### config.mk
export PLATFORM = sky130hd
export DESIGN_NAME = cla_chain_adder
export DESIGN_NICKNAME = d
export VERILOG_FILES = /design/src/rtl/cla_pkg.sv /design/src/rtl/cla_pg_cell.sv /design/src/rtl/cla_lookahead.sv /design/src/rtl/cla_group.sv /design/src/rtl/cla_chain_adder.sv
export SDC_FILE = /design/constraint.sdc
export NUM_CORES = 1
export LEC_CHECK = 0
export BUFFER_PORTS_ARGS = -buffer_cell sky130_fd_sc_hd__buf_2
export CAP_MARGIN = 20
export CELL_PAD_IN_SITES_DETAIL_PLACEMENT = 0
export CELL_PAD_IN_SITES_GLOBAL_PLACEMENT = 1
export CORE_ASPECT_RATIO = 1.75
export CORE_UTILIZATION = 36
export DETAILED_ROUTE_END_ITERATION = 10
export PLACE_DENSITY_LB_ADDON = 0.1
export REMOVE_ABC_BUFFERS = 1
export SYNTH_ARGS = -nofsm -noshare
export SYNTH_HDL_FRONTEND = slang
export SYNTH_HIERARCHICAL = 1
export SYNTH_SLANG_ARGS = --single-unit
### constraint.sdc
create_clock -name vclk -period 12.6
set_input_delay 2.52 -clock vclk [all_inputs]
set_output_delay 2.52 -clock vclk [all_outputs]
set_load 0.005 [all_outputs]
### src/rtl/cla_pkg.sv
package cla_pkg;

  // Bitwise generate: a carry is produced regardless of incoming carry.
  function automatic logic gen_bit(input logic x, input logic y);
    return x & y;
  endfunction

  // Bitwise propagate: an incoming carry can pass through.
  function automatic logic prop_bit(input logic x, input logic y);
    return x | y;
  endfunction

  // Sum bit from operand bits and carry into the position.
  function automatic logic sum_bit(input logic x, input logic y, input logic c);
    return x ^ y ^ c;
  endfunction

endpackage

### src/rtl/cla_pg_cell.sv
module cla_pg_cell
  import cla_pkg::*;
#(
  parameter int W = 4
) (
  input  logic [W-1:0] a,
  input  logic [W-1:0] b,
  output logic [W-1:0] g,
  output logic [W-1:0] p
);

  for (genvar i = 0; i < W; i++) begin : g_bit
    assign g[i] = gen_bit(a[i], b[i]);
    assign p[i] = prop_bit(a[i], b[i]);
  end

  always_comb begin
    for (int i = 0; i < W; i++) begin
      AST_GEN_IMPLIES_PROP: assert (!g[i] || p[i]) else $error("generate without propagate at bit %0d", i);
      AST_PROP_MATCH: assert (p[i] == (a[i] | b[i])) else $error("propagate mismatch at bit %0d", i);
    end
  end

endmodule

### src/rtl/cla_lookahead.sv
module cla_lookahead #(
  parameter int W = 4
) (
  input  logic [W-1:0] g,
  input  logic [W-1:0] p,
  input  logic         cin,
  output logic [W:0]   carry
);

  logic [W:0] carry_sop;

  // Each carry is a flat OR of AND terms over lower g/p and cin.
  always_comb begin
    logic acc;
    logic prod;
    carry_sop[0] = cin;
    for (int i = 0; i < W; i++) begin
      acc = 1'b0;
      for (int j = 0; j <= i; j++) begin
        prod = g[j];
        for (int k = j + 1; k <= i; k++) prod = prod & p[k];
        acc = acc | prod;
      end
      prod = cin;
      for (int k = 0; k <= i; k++) prod = prod & p[k];
      carry_sop[i+1] = acc | prod;
    end
  end

  assign carry = carry_sop;

  always_comb begin
    for (int i = 0; i < W; i++) begin
      AST_CARRY_RECUR: assert (carry[i+1] == (g[i] | (p[i] & carry[i]))) else $error("carry recurrence broken at %0d", i);
    end
  end

endmodule

### src/rtl/cla_group.sv
module cla_group
  import cla_pkg::*;
#(
  parameter int W = 4
) (
  input  logic [W-1:0] a,
  input  logic [W-1:0] b,
  input  logic         cin,
  output logic [W-1:0] s,
  output logic         cout
);

  logic [W-1:0] g_w;
  logic [W-1:0] p_w;
  logic [W:0]   c_w;

  cla_pg_cell #(.W(W)) u_pg (.a(a), .b(b), .g(g_w), .p(p_w));
  cla_lookahead #(.W(W)) u_la (.g(g_w), .p(p_w), .cin(cin), .carry(c_w));

  for (genvar i = 0; i < W; i++) begin : g_sum
    assign s[i] = sum_bit(a[i], b[i], c_w[i]);
  end
  assign cout = c_w[W];

  always_comb begin
    AST_GROUP_SUM: assert ({cout, s} == ({1'b0, a} + {1'b0, b} + {{W{1'b0}}, cin})) else $error("group sum mismatch");
  end

endmodule

### src/rtl/cla_chain_adder.sv
module cla_chain_adder #(
  parameter int WIDTH   = 32,
  parameter int GROUP_W = 4
) (
  input  logic [WIDTH-1:0] op_a,
  input  logic [WIDTH-1:0] op_b,
  input  logic             carry_in,
  output logic [WIDTH-1:0] sum,
  output logic             carry_out
);

  localparam int NGROUPS = WIDTH / GROUP_W;

  logic [NGROUPS:0] grp_c;

  assign grp_c[0] = carry_in;

  for (genvar gi = 0; gi < NGROUPS; gi++) begin : g_grp
    cla_group #(.W(GROUP_W)) u_grp (
      .a   (op_a[gi*GROUP_W +: GROUP_W]),
      .b   (op_b[gi*GROUP_W +: GROUP_W]),
      .cin (grp_c[gi]),
      .s   (sum[gi*GROUP_W +: GROUP_W]),
      .cout(grp_c[gi+1])
    );
  end

  assign carry_out = grp_c[NGROUPS];

  always_comb begin
    AST_WIDE_SUM: assert ({carry_out, sum} == ({1'b0, op_a} + {1'b0, op_b} + {{WIDTH{1'b0}}, carry_in})) else $error("wide sum mismatch");
    AST_TOP_CARRY: assert (carry_out == ((op_a[WIDTH-1] & op_b[WIDTH-1]) | ((op_a[WIDTH-1] ^ op_b[WIDTH-1]) & ~sum[WIDTH-1]))) else $error("carry out mismatch");
  end

endmodule

* Word level (Yosys, flattened, before mapping)
Index checks and enable logic that the tools add are counted.
** Cells by class
- $add $sub $neg :: 0
- $mul :: 0
- Divide/modulo/power cells :: 0
- Order comparisons :: 0
- Eq/ne operators :: 0
- Shifts and indexed selects :: 0
- Multiplexer cells :: 0
- Bitwise operators :: 288
- Reductions and logical operators :: 0
** Operators by type and width (count)
- $and A1 B1 Y1 :: 112
- $or A1 B1 Y1 :: 112
- $xor A1 B1 Y1 :: 64
** Storage, ports and cells
- Register bits after elaboration :: 0
- Latch bits :: 0
- Memory bits (writable) :: 0
- Bits in read-only memories :: 0
- Memories kept :: 0

* Longest topological paths before layout
Gate-level depths: netlist of the first run.
- Depth in word-level cells :: 43
- Mapped depth :: 26
- Gate-level depth less buffers :: 26

* Modules after synthesis
The synthesis of the first run kept the hierarchy.
** By module, submodules not included
- cla_group :: instances 8, cells an instance 4, area each 95.1 µm²
- cla_pg_cell :: instances 8, cells an instance 8, area each 55.1 µm²
- cla_lookahead :: instances 8, cells an instance 6, area each 46.3 µm²

* Worst setup path after synthesis of the first run
OpenSTA, ideal clock, no wires.
- Path kind :: input -> output
- From :: in op_b[0]
- To :: out sum[31]
- Arrival :: 7.689 ns
- Data required time :: 10.080 ns
- Path slack :: 2.391 ns
- Stages :: 26
- Buffers on the path :: 0
- Cells stage by stage :: or2_1 -> a21o_1 -> a21o_1 -> a31o_1 -> a21o_1 -> a21o_1 -> a31o_1 -> a21o_1 -> a21o_1 -> a31o_1 -> a21o_1 -> a21o_1 -> a31o_1 -> a21o_1 -> a21o_1 -> a31o_1 -> a21o_1 -> a21o_1 -> a31o_1 -> a21o_1 -> a21o_1 -> a31o_1 -> a21o_1 -> a21o_1 -> a21o_1 -> xor3_1
** On the way
- Longest elaborated chain between the ends :: 43
- Elaborated cells between the ends (all ways) :: 48
- Those cells by class :: 48 x bitwise
** Ends and longest elaborated chain
- from (decl) :: RTL line cla_chain_adder.sv:6 : input logic [WIDTH-1:0] op_b,
- $and A1 B1 Y1 :: RTL line cla_pkg.sv:5 : return x & y;
- $and A1 B1 Y1 (3 in a row) :: RTL line cla_lookahead.sv:21 : for (int k = j + 1; k <= i; k++) prod = prod & p[k];
- $or A1 B1 Y1 (3 in a row) :: RTL line cla_lookahead.sv:22 : acc = acc | prod;
- $or A1 B1 Y1 * :: RTL line cla_lookahead.sv:26 : carry_sop[i+1] = acc | prod;
- via grp_c[1] :: RTL line cla_chain_adder.sv:14 : logic [NGROUPS:0] grp_c;
- $and A1 B1 Y1 * (4 in a row) :: RTL line cla_lookahead.sv:25 : for (int k = 0; k <= i; k++) prod = prod & p[k];
- $or A1 B1 Y1 * :: RTL line cla_lookahead.sv:26
- via grp_c[2] :: RTL line cla_chain_adder.sv:14
- [5 not listed]
- via grp_c[3] :: RTL line cla_chain_adder.sv:14
- [5 not listed]
- via grp_c[4] :: RTL line cla_chain_adder.sv:14
- [5 not listed]
- via grp_c[5] :: RTL line cla_chain_adder.sv:14
- [5 not listed]
- via grp_c[6] :: RTL line cla_chain_adder.sv:14
- $and A1 B1 Y1 * (4 in a row) :: RTL line cla_lookahead.sv:25
- $or A1 B1 Y1 * :: RTL line cla_lookahead.sv:26
- via grp_c[7] :: RTL line cla_chain_adder.sv:14
- $and A1 B1 Y1 * (3 in a row) :: RTL line cla_lookahead.sv:25
- $or A1 B1 Y1 * :: RTL line cla_lookahead.sv:26
- via g_grp[7].u_grp.c_w[3] :: RTL line cla_group.sv:15 : logic [W:0] c_w;
- $xor A1 B1 Y1 * :: RTL line cla_pkg.sv:15 : return x ^ y ^ c;
- to (decl) :: RTL line cla_chain_adder.sv:8 : output logic [WIDTH-1:0] sum,
The timed path passes the listed nets; every way through them passes the cells marked *.

* Final worst setup path of the first run
- From :: in op_b[0]
- To :: out sum[31]
** On the way
- Elaborated cells between the ends (all ways) :: 48
- Those cells by class :: 48 x bitwise
** RTL lines
- $or A1 B1 Y1 :: RTL line cla_pkg.sv:10 : return x | y;
- via g_grp[0].u_grp.p_w[0] :: RTL line cla_group.sv:14 : logic [W-1:0] p_w;
- $and A1 B1 Y1 (4 in a row) :: RTL line cla_lookahead.sv:25
- $or A1 B1 Y1 :: RTL line cla_lookahead.sv:26
- via grp_c[1] :: RTL line cla_chain_adder.sv:14
- $and A1 B1 Y1 (4 in a row) :: RTL line cla_lookahead.sv:25
- $or A1 B1 Y1 :: RTL line cla_lookahead.sv:26
- via grp_c[2] :: RTL line cla_chain_adder.sv:14
- [5 not listed]
- via grp_c[3] :: RTL line cla_chain_adder.sv:14
- [5 not listed]
- via grp_c[4] :: RTL line cla_chain_adder.sv:14
- [5 not listed]
- via grp_c[5] :: RTL line cla_chain_adder.sv:14
- [5 not listed]
- via grp_c[6] :: RTL line cla_chain_adder.sv:14
- $and A1 B1 Y1 (4 in a row) :: RTL line cla_lookahead.sv:25
- $or A1 B1 Y1 :: RTL line cla_lookahead.sv:26
- via grp_c[7] :: RTL line cla_chain_adder.sv:14
- $and A1 B1 Y1 (3 in a row) :: RTL line cla_lookahead.sv:25
- $or A1 B1 Y1 :: RTL line cla_lookahead.sv:26
- via g_grp[7].u_grp.c_w[3] :: RTL line cla_group.sv:15
- $xor A1 B1 Y1 :: RTL line cla_pkg.sv:15
The timed path passes the listed nets, and every way through them passes these cells.

==> reports/qor.txt, run 1 <==
Setup bufs post-CTS: 0
Sequential area share after synthesis: 0%
# resized after CTS: 0
Area of the die: 4640 um^2
Rows: 31
Synth area leader: xor3_1
Routed length per instance: 11.6 um
Post-layout util: 49.7%
Leakage: 1.28 nW
Final hold violation count: 0
Hold WC Path Type: primary input to primary output
Total congestion overflow: 0
Via/cell ratio: 4.75
Worst EP arrival: 8330 ps
Commonest non-fill, non-tap cell in the layout: buf_2
FF/Latch Area: 0 um^2
Nets: 301
DRC Markers: 0
IO buf count: 98
DR iter-0 viols: 11
Initial antenna violation count: 0
Crit Path Category: primary input to primary output
Syn Area/Cell: 10.9 um^2
VDD IR max: 24.9 uV
Syn Inst Count: 144
Status: finished clean
Final non-filler cell total: 283
CTS Hold Bufs: 0
CP required: 10,080 ps
Area grow syn2layout: 31.3%
DR vias: 1,344
Cell Area, Synth: 1570 um^2
RSZ-0062 raised after global routing: false
Hold slack: 5390 ps
CLK BUF: 0
Die Y: 89.4 um
Slew HR: 91.8%
Pwr/cell area: 50.4 nW/um^2
Max frequency: 0.0922 GHz
Number of global-route vias before repair: 1,301
WL final: 3290 um
Core area: 4150 um^2
Final Max Tran Viols: 0
Layout cells sized above 1: 55.6%
Share of the synthesized area in the top cell type: 48.4%
Antenna viol nets, final: 0
Design Power: 0.104 mW
Setup_tns: 0 ps
Worst-Margin Slew: 123 ps
Distinct cells, synth: 6
Yosys Warn Count: 6
Max Cap Viol: 0
Post-DP HPWL: 2990 um
Period utilisation layout: 86.1%
Largest net degree at the start of global routing: 4
Fin crit period: 10,850 ps
First-pass GRT wire length: 4910 um
Gr usage total: 13.2%
Final Setup Violations: 0
Initial Utilization: 37.9%
Chip width: 51.9 um
Ranking of synthesized cells by area: xor3_1 (48%), a21o_1 (15%), and2_2 (15%)
Worst Setup Start Kind: primary input
CP max FO: 3
Antenna diodes: 0
Final Wtd Congestion: 0.766
Count of flip-flops and latches: 0
DRT Pass-1 Iters: 3
I/O Pins: 98
Placed insts: 283
CP endpoint kind: primary output
Most frequent cells in the layout: buf_2 (98), xor3_1 (32), a21o_1 (32), and2_2 (32), or2_1 (32)
==> Yosys cell counts, drive strengths merged <==
master	n
or2	32
a31o	8
and2	32
buf	8
a21o	32
xor3	32
==> kinds of logic (layout without fill, tap and decap cells) <==
kind of cell              Yosys count  after routing  synth area share, %
and+or+nand+nor                    64             64                 28.0
AOI/OAI and AO/OA                  40             40                 19.7
xor gates and xnor gates           32             32                 48.4
buffers and inverters               8             98                 3.82
==> layout make-up <==
type / instances / area [um^2]
Multi-Input combinational cell: 136 / 1510
Fill cell: 422 / 2090
Timing Repair Buffer: 98 / 490
Tap cell: 49 / 61.3
==> report_power, final <==
| group | switching, mW | leakage [nW] | internal (mW) |
|---|---|---|---|
| logic | 0.0363 | 1.28 | 0.0676 |
| clock network | 0 | 0 | 0 |
| registers | 0 | 0 | 0 |
==> metrics by stage <==
| step | setup WS, ps | instance area [um^2] |
|---|---|---|
| floorplan | 2340 | 1510 |
| global placement | 1850 | 2060 |
| detailed placement | 1720 | 2060 |
| CTS | 1680 | 2060 |
| global route | 1430 | 2060 |
| finish | 1750 | 2060 |
==> final timing paths <==
check     start  cells after the start      end
min    carry_in                      3   sum[0]
max     op_b[0]                     28  sum[31]
==> layer usage <==
layer	GRT usage, %	part of all wire [%]	vias to the layer above
met5	0	0	-
met1	13.4	37	602
li1	-	-	688
met3	1.02	6.9	0
met2	28.9	56	54
met4	0	0	0
==> critical path, cell delays in order <==
cell,delay (ps)
buf_2,110
or2_1,220
a21o_1,170
a21o_1,210
a31o_1,240
a21o_1,200
a21o_1,220
a31o_1,250
a21o_1,200
a21o_1,210
a31o_1,240
a21o_1,200
a21o_1,210
a31o_1,250
a21o_1,200
a21o_1,210
a31o_1,240
a21o_1,200
a21o_1,220
a31o_1,260
a21o_1,200
a21o_1,210
a31o_1,240
a21o_1,200
a21o_1,210
a21o_1,190
xor3_1,180
buf_2,140
Note: power is estimated with default switching activity, not from simulation.
==> run 2, diff against run 1 <==
--- a/config.mk
+++ b/config.mk
@@ -10,7 +10,7 @@
 export CELL_PAD_IN_SITES_DETAIL_PLACEMENT = 0
 export CELL_PAD_IN_SITES_GLOBAL_PLACEMENT = 1
 export CORE_ASPECT_RATIO = 1.75
-export CORE_UTILIZATION = 36
+export CORE_UTILIZATION = 30
 export DETAILED_ROUTE_END_ITERATION = 10
 export PLACE_DENSITY_LB_ADDON = 0.1
 export REMOVE_ABC_BUFFERS = 1
==> constraint.sdc (replaced) <==
create_clock -name vclk -period 9.6
set_input_delay 1.92 -clock vclk [all_inputs]
set_output_delay 1.92 -clock vclk [all_outputs]
set_load 0.005 [all_outputs]
==> run 2 against run 1 <==
  * First-iteration DRC count rose to 3.5 times the previous value
  * Largest power group unchanged
  * Final cell count up 4.2%
  * Largest cell class unchanged
  * The flow now finishes with violations (design-rule violations)
  * Non-clock buffer count up 7
  * Via count up 1.6%
  * Critical path depth unchanged
==> reports/qor.txt, run 2 (synthesized netlist as in run 1, its figures left out) <==
Routed length per instance: 11.1 um (was 11.6 um)
CLK BUF: 0 (unchanged)
Core area: 5020 um^2 (was 4150 um^2)
DR vias: 1,366 (was 1,344)
CP max FO: 3 (unchanged)
Area of the die: 5540 um^2 (was 4640 um^2)
Antenna viol nets, final: 0 (unchanged)
Crit Path Category: primary input to primary output (unchanged)
GR Util met1: 12.7% (was 13.4%)
Slew HR: 93.1% (was 91.8%)
Chip width: 56.7 um (was 51.9 um)
DRC Markers: 16 (was 0)
Grt peak-use layer: met2 (unchanged)
Hold WC Path Type: primary input to primary output (unchanged)
Hold path depth: 3 (unchanged)
Failing checks: design-rule violations
Setup_tns: 0 ps (unchanged)
Final Setup Violations: 0 (unchanged)
First-pass GRT wire length: 5230 um (was 4910 um)
Final Max Tran Viols: 0 (unchanged)
Max Cap Viol: 0 (unchanged)
Number of global-route vias before repair: 1,335 (was 1,301)
RSZ-0062 raised after global routing: false (unchanged)
Met3 usage: 1.85% (was 1.02%)
Layout fillers: 543 (was 422)
Largest net degree at the start of global routing: 4 (unchanged)
Multi-input logic area: 1510 um^2 (unchanged)
Commonest non-fill, non-tap cell in the layout: buf_2 (unchanged)
Post-DP Area: 2080 um^2 (was 2060 um^2)
Count of flip-flops and latches: 0 (unchanged)
Antenna diodes: 0 (unchanged)
Period utilisation layout: 96.5%
DRT Pass-1 Iters: 7 (was 3)
Pre-CTS worst setup slack: 2.14 ps (was 1720 ps)
Nets: 308 (was 301)
Met2 Track Usage GR: 22.2% (was 28.9%)
Hold slack: 4180 ps (was 5390 ps)
FF/Latch Area: 0 um^2 (unchanged)
Via/cell ratio: 4.63 (was 4.75)
I/O Pins: 98 (unchanged)
Initial antenna violation count: 0 (unchanged)
Layout cells sized above 1: 56.8% (was 55.6%)
Die Y: 97.7 um (was 89.4 um)
Gr usage total: 11.1% (was 13.2%)
Leakage: 1.31 nW (was 1.28 nW)
Most frequent cells in the layout: buf_2 (98), xor3_1 (32), a21o_1 (32), and2_2 (32), or2_1 (32) (unchanged)
Initial Utilization: 31.3% (was 37.9%)
Pwr/cell area: 66.5 nW/um^2 (was 50.4 nW/um^2)
Max frequency: 0.108 GHz
Status: finished with violations (was finished clean)
Rows: 34 (was 31)
Worst-Margin Slew: 103 ps (was 123 ps)
Post-DP HPWL: 2990 um (about the same)
Area grow syn2layout: 35.0% (was 31.3%)
VDD IR max: 22.5 uV (was 24.9 uV)
Final hold violation count: 0 (unchanged)
Worst Setup Start Kind: primary input (unchanged)
CP required: 7680 ps (was 10,080 ps)
Post-route setup slack: 334 ps (was 1750 ps)
Final Wtd Congestion: 0.674 (was 0.766)
# resized after CTS: 0 (unchanged)
IO buf count: 98 (unchanged)
Total congestion overflow: 0 (unchanged)
DR iter-0 viols: 39 (was 11)
CP endpoint kind: primary output (unchanged)
Fin crit period: 9270 ps
WL final: 3270 um (was 3290 um)
Final instance area: 2120 um^2 (was 2060 um^2)
Worst EP arrival: 7350 ps (was 8330 ps)
[run 2: report_power, final]
part / switching [mW] / internal [mW] / total (mW) / leakage (nW)
combinational: 0.0484 / 0.0926 / 0.141 / 1.31
sequential: 0 / 0 / 0 / 0
clock: 0 / 0 / 0 / 0
total: 0.0484 / 0.0926 / 0.141 / 1.31
[run 2: path summary, 6_finish.rpt]
| kind | start | end | slack (ps) |
|---|---|---|---|
| max | op_b[0] | sum[31] | 330 |
| min | carry_in | sum[0] | 4180 |
[run 2: critical path, stage by stage]
cell    delay (ps)
buf_2          110
or2_1          210
a21o_1         170
a21o_1         170
a31o_1         240
a21o_1         200
a21o_1         200
a31o_1         240
a21o_1         200
a21o_1         190
a31o_1         200
a21o_1         200
a21o_1         210
a31o_1         240
a21o_1         190
a21o_1         190
a31o_1         200
a21o_1         190
a21o_1         180
a31o_1         230
a21o_1         200
a21o_1         180
a31o_1         200
a21o_1         200
a21o_1         210
a21o_1         180
xor3_1         170
buf_2          130
[run 2: what timing repair did]
item | in CTS | in global routing
buffers inserted | 0 | 5
pin swaps | 1 | 8
cloned | 0 | 0
setup endpoints to repair | 1 | 3
hold buffers | 0 | 0
[run 2: area by class of cell]
cell class | count | share of cell area (%)
Multi-Input combinational cell | 136 | 71.2
Timing Repair Buffer | 105 | 25.6
Tap cell | 54 | 3.18
[run 2: per-layer routing]
metal,part of all wire [%],vias to the layer above
met5,0,-
met4,0,0
met3,9.5,0
met2,51,64
met1,39,600
li1,-,702
[run 2: metrics by stage]
| stage | util [%] | cells | total power [mW] |
|---|---|---|---|
| 4_1_cts | 41.5 | 290 | 0.140 |
| 6_report | 42.3 | 295 | 0.141 |
| 3_5_place_dp | 41.5 | 290 | 0.140 |
| 2_1_floorplan | - | 136 | 0.0845 |
| 3_3_place_gp | 41.5 | 290 | 0.140 |
| 5_1_grt | 42.3 | 295 | 0.154 |
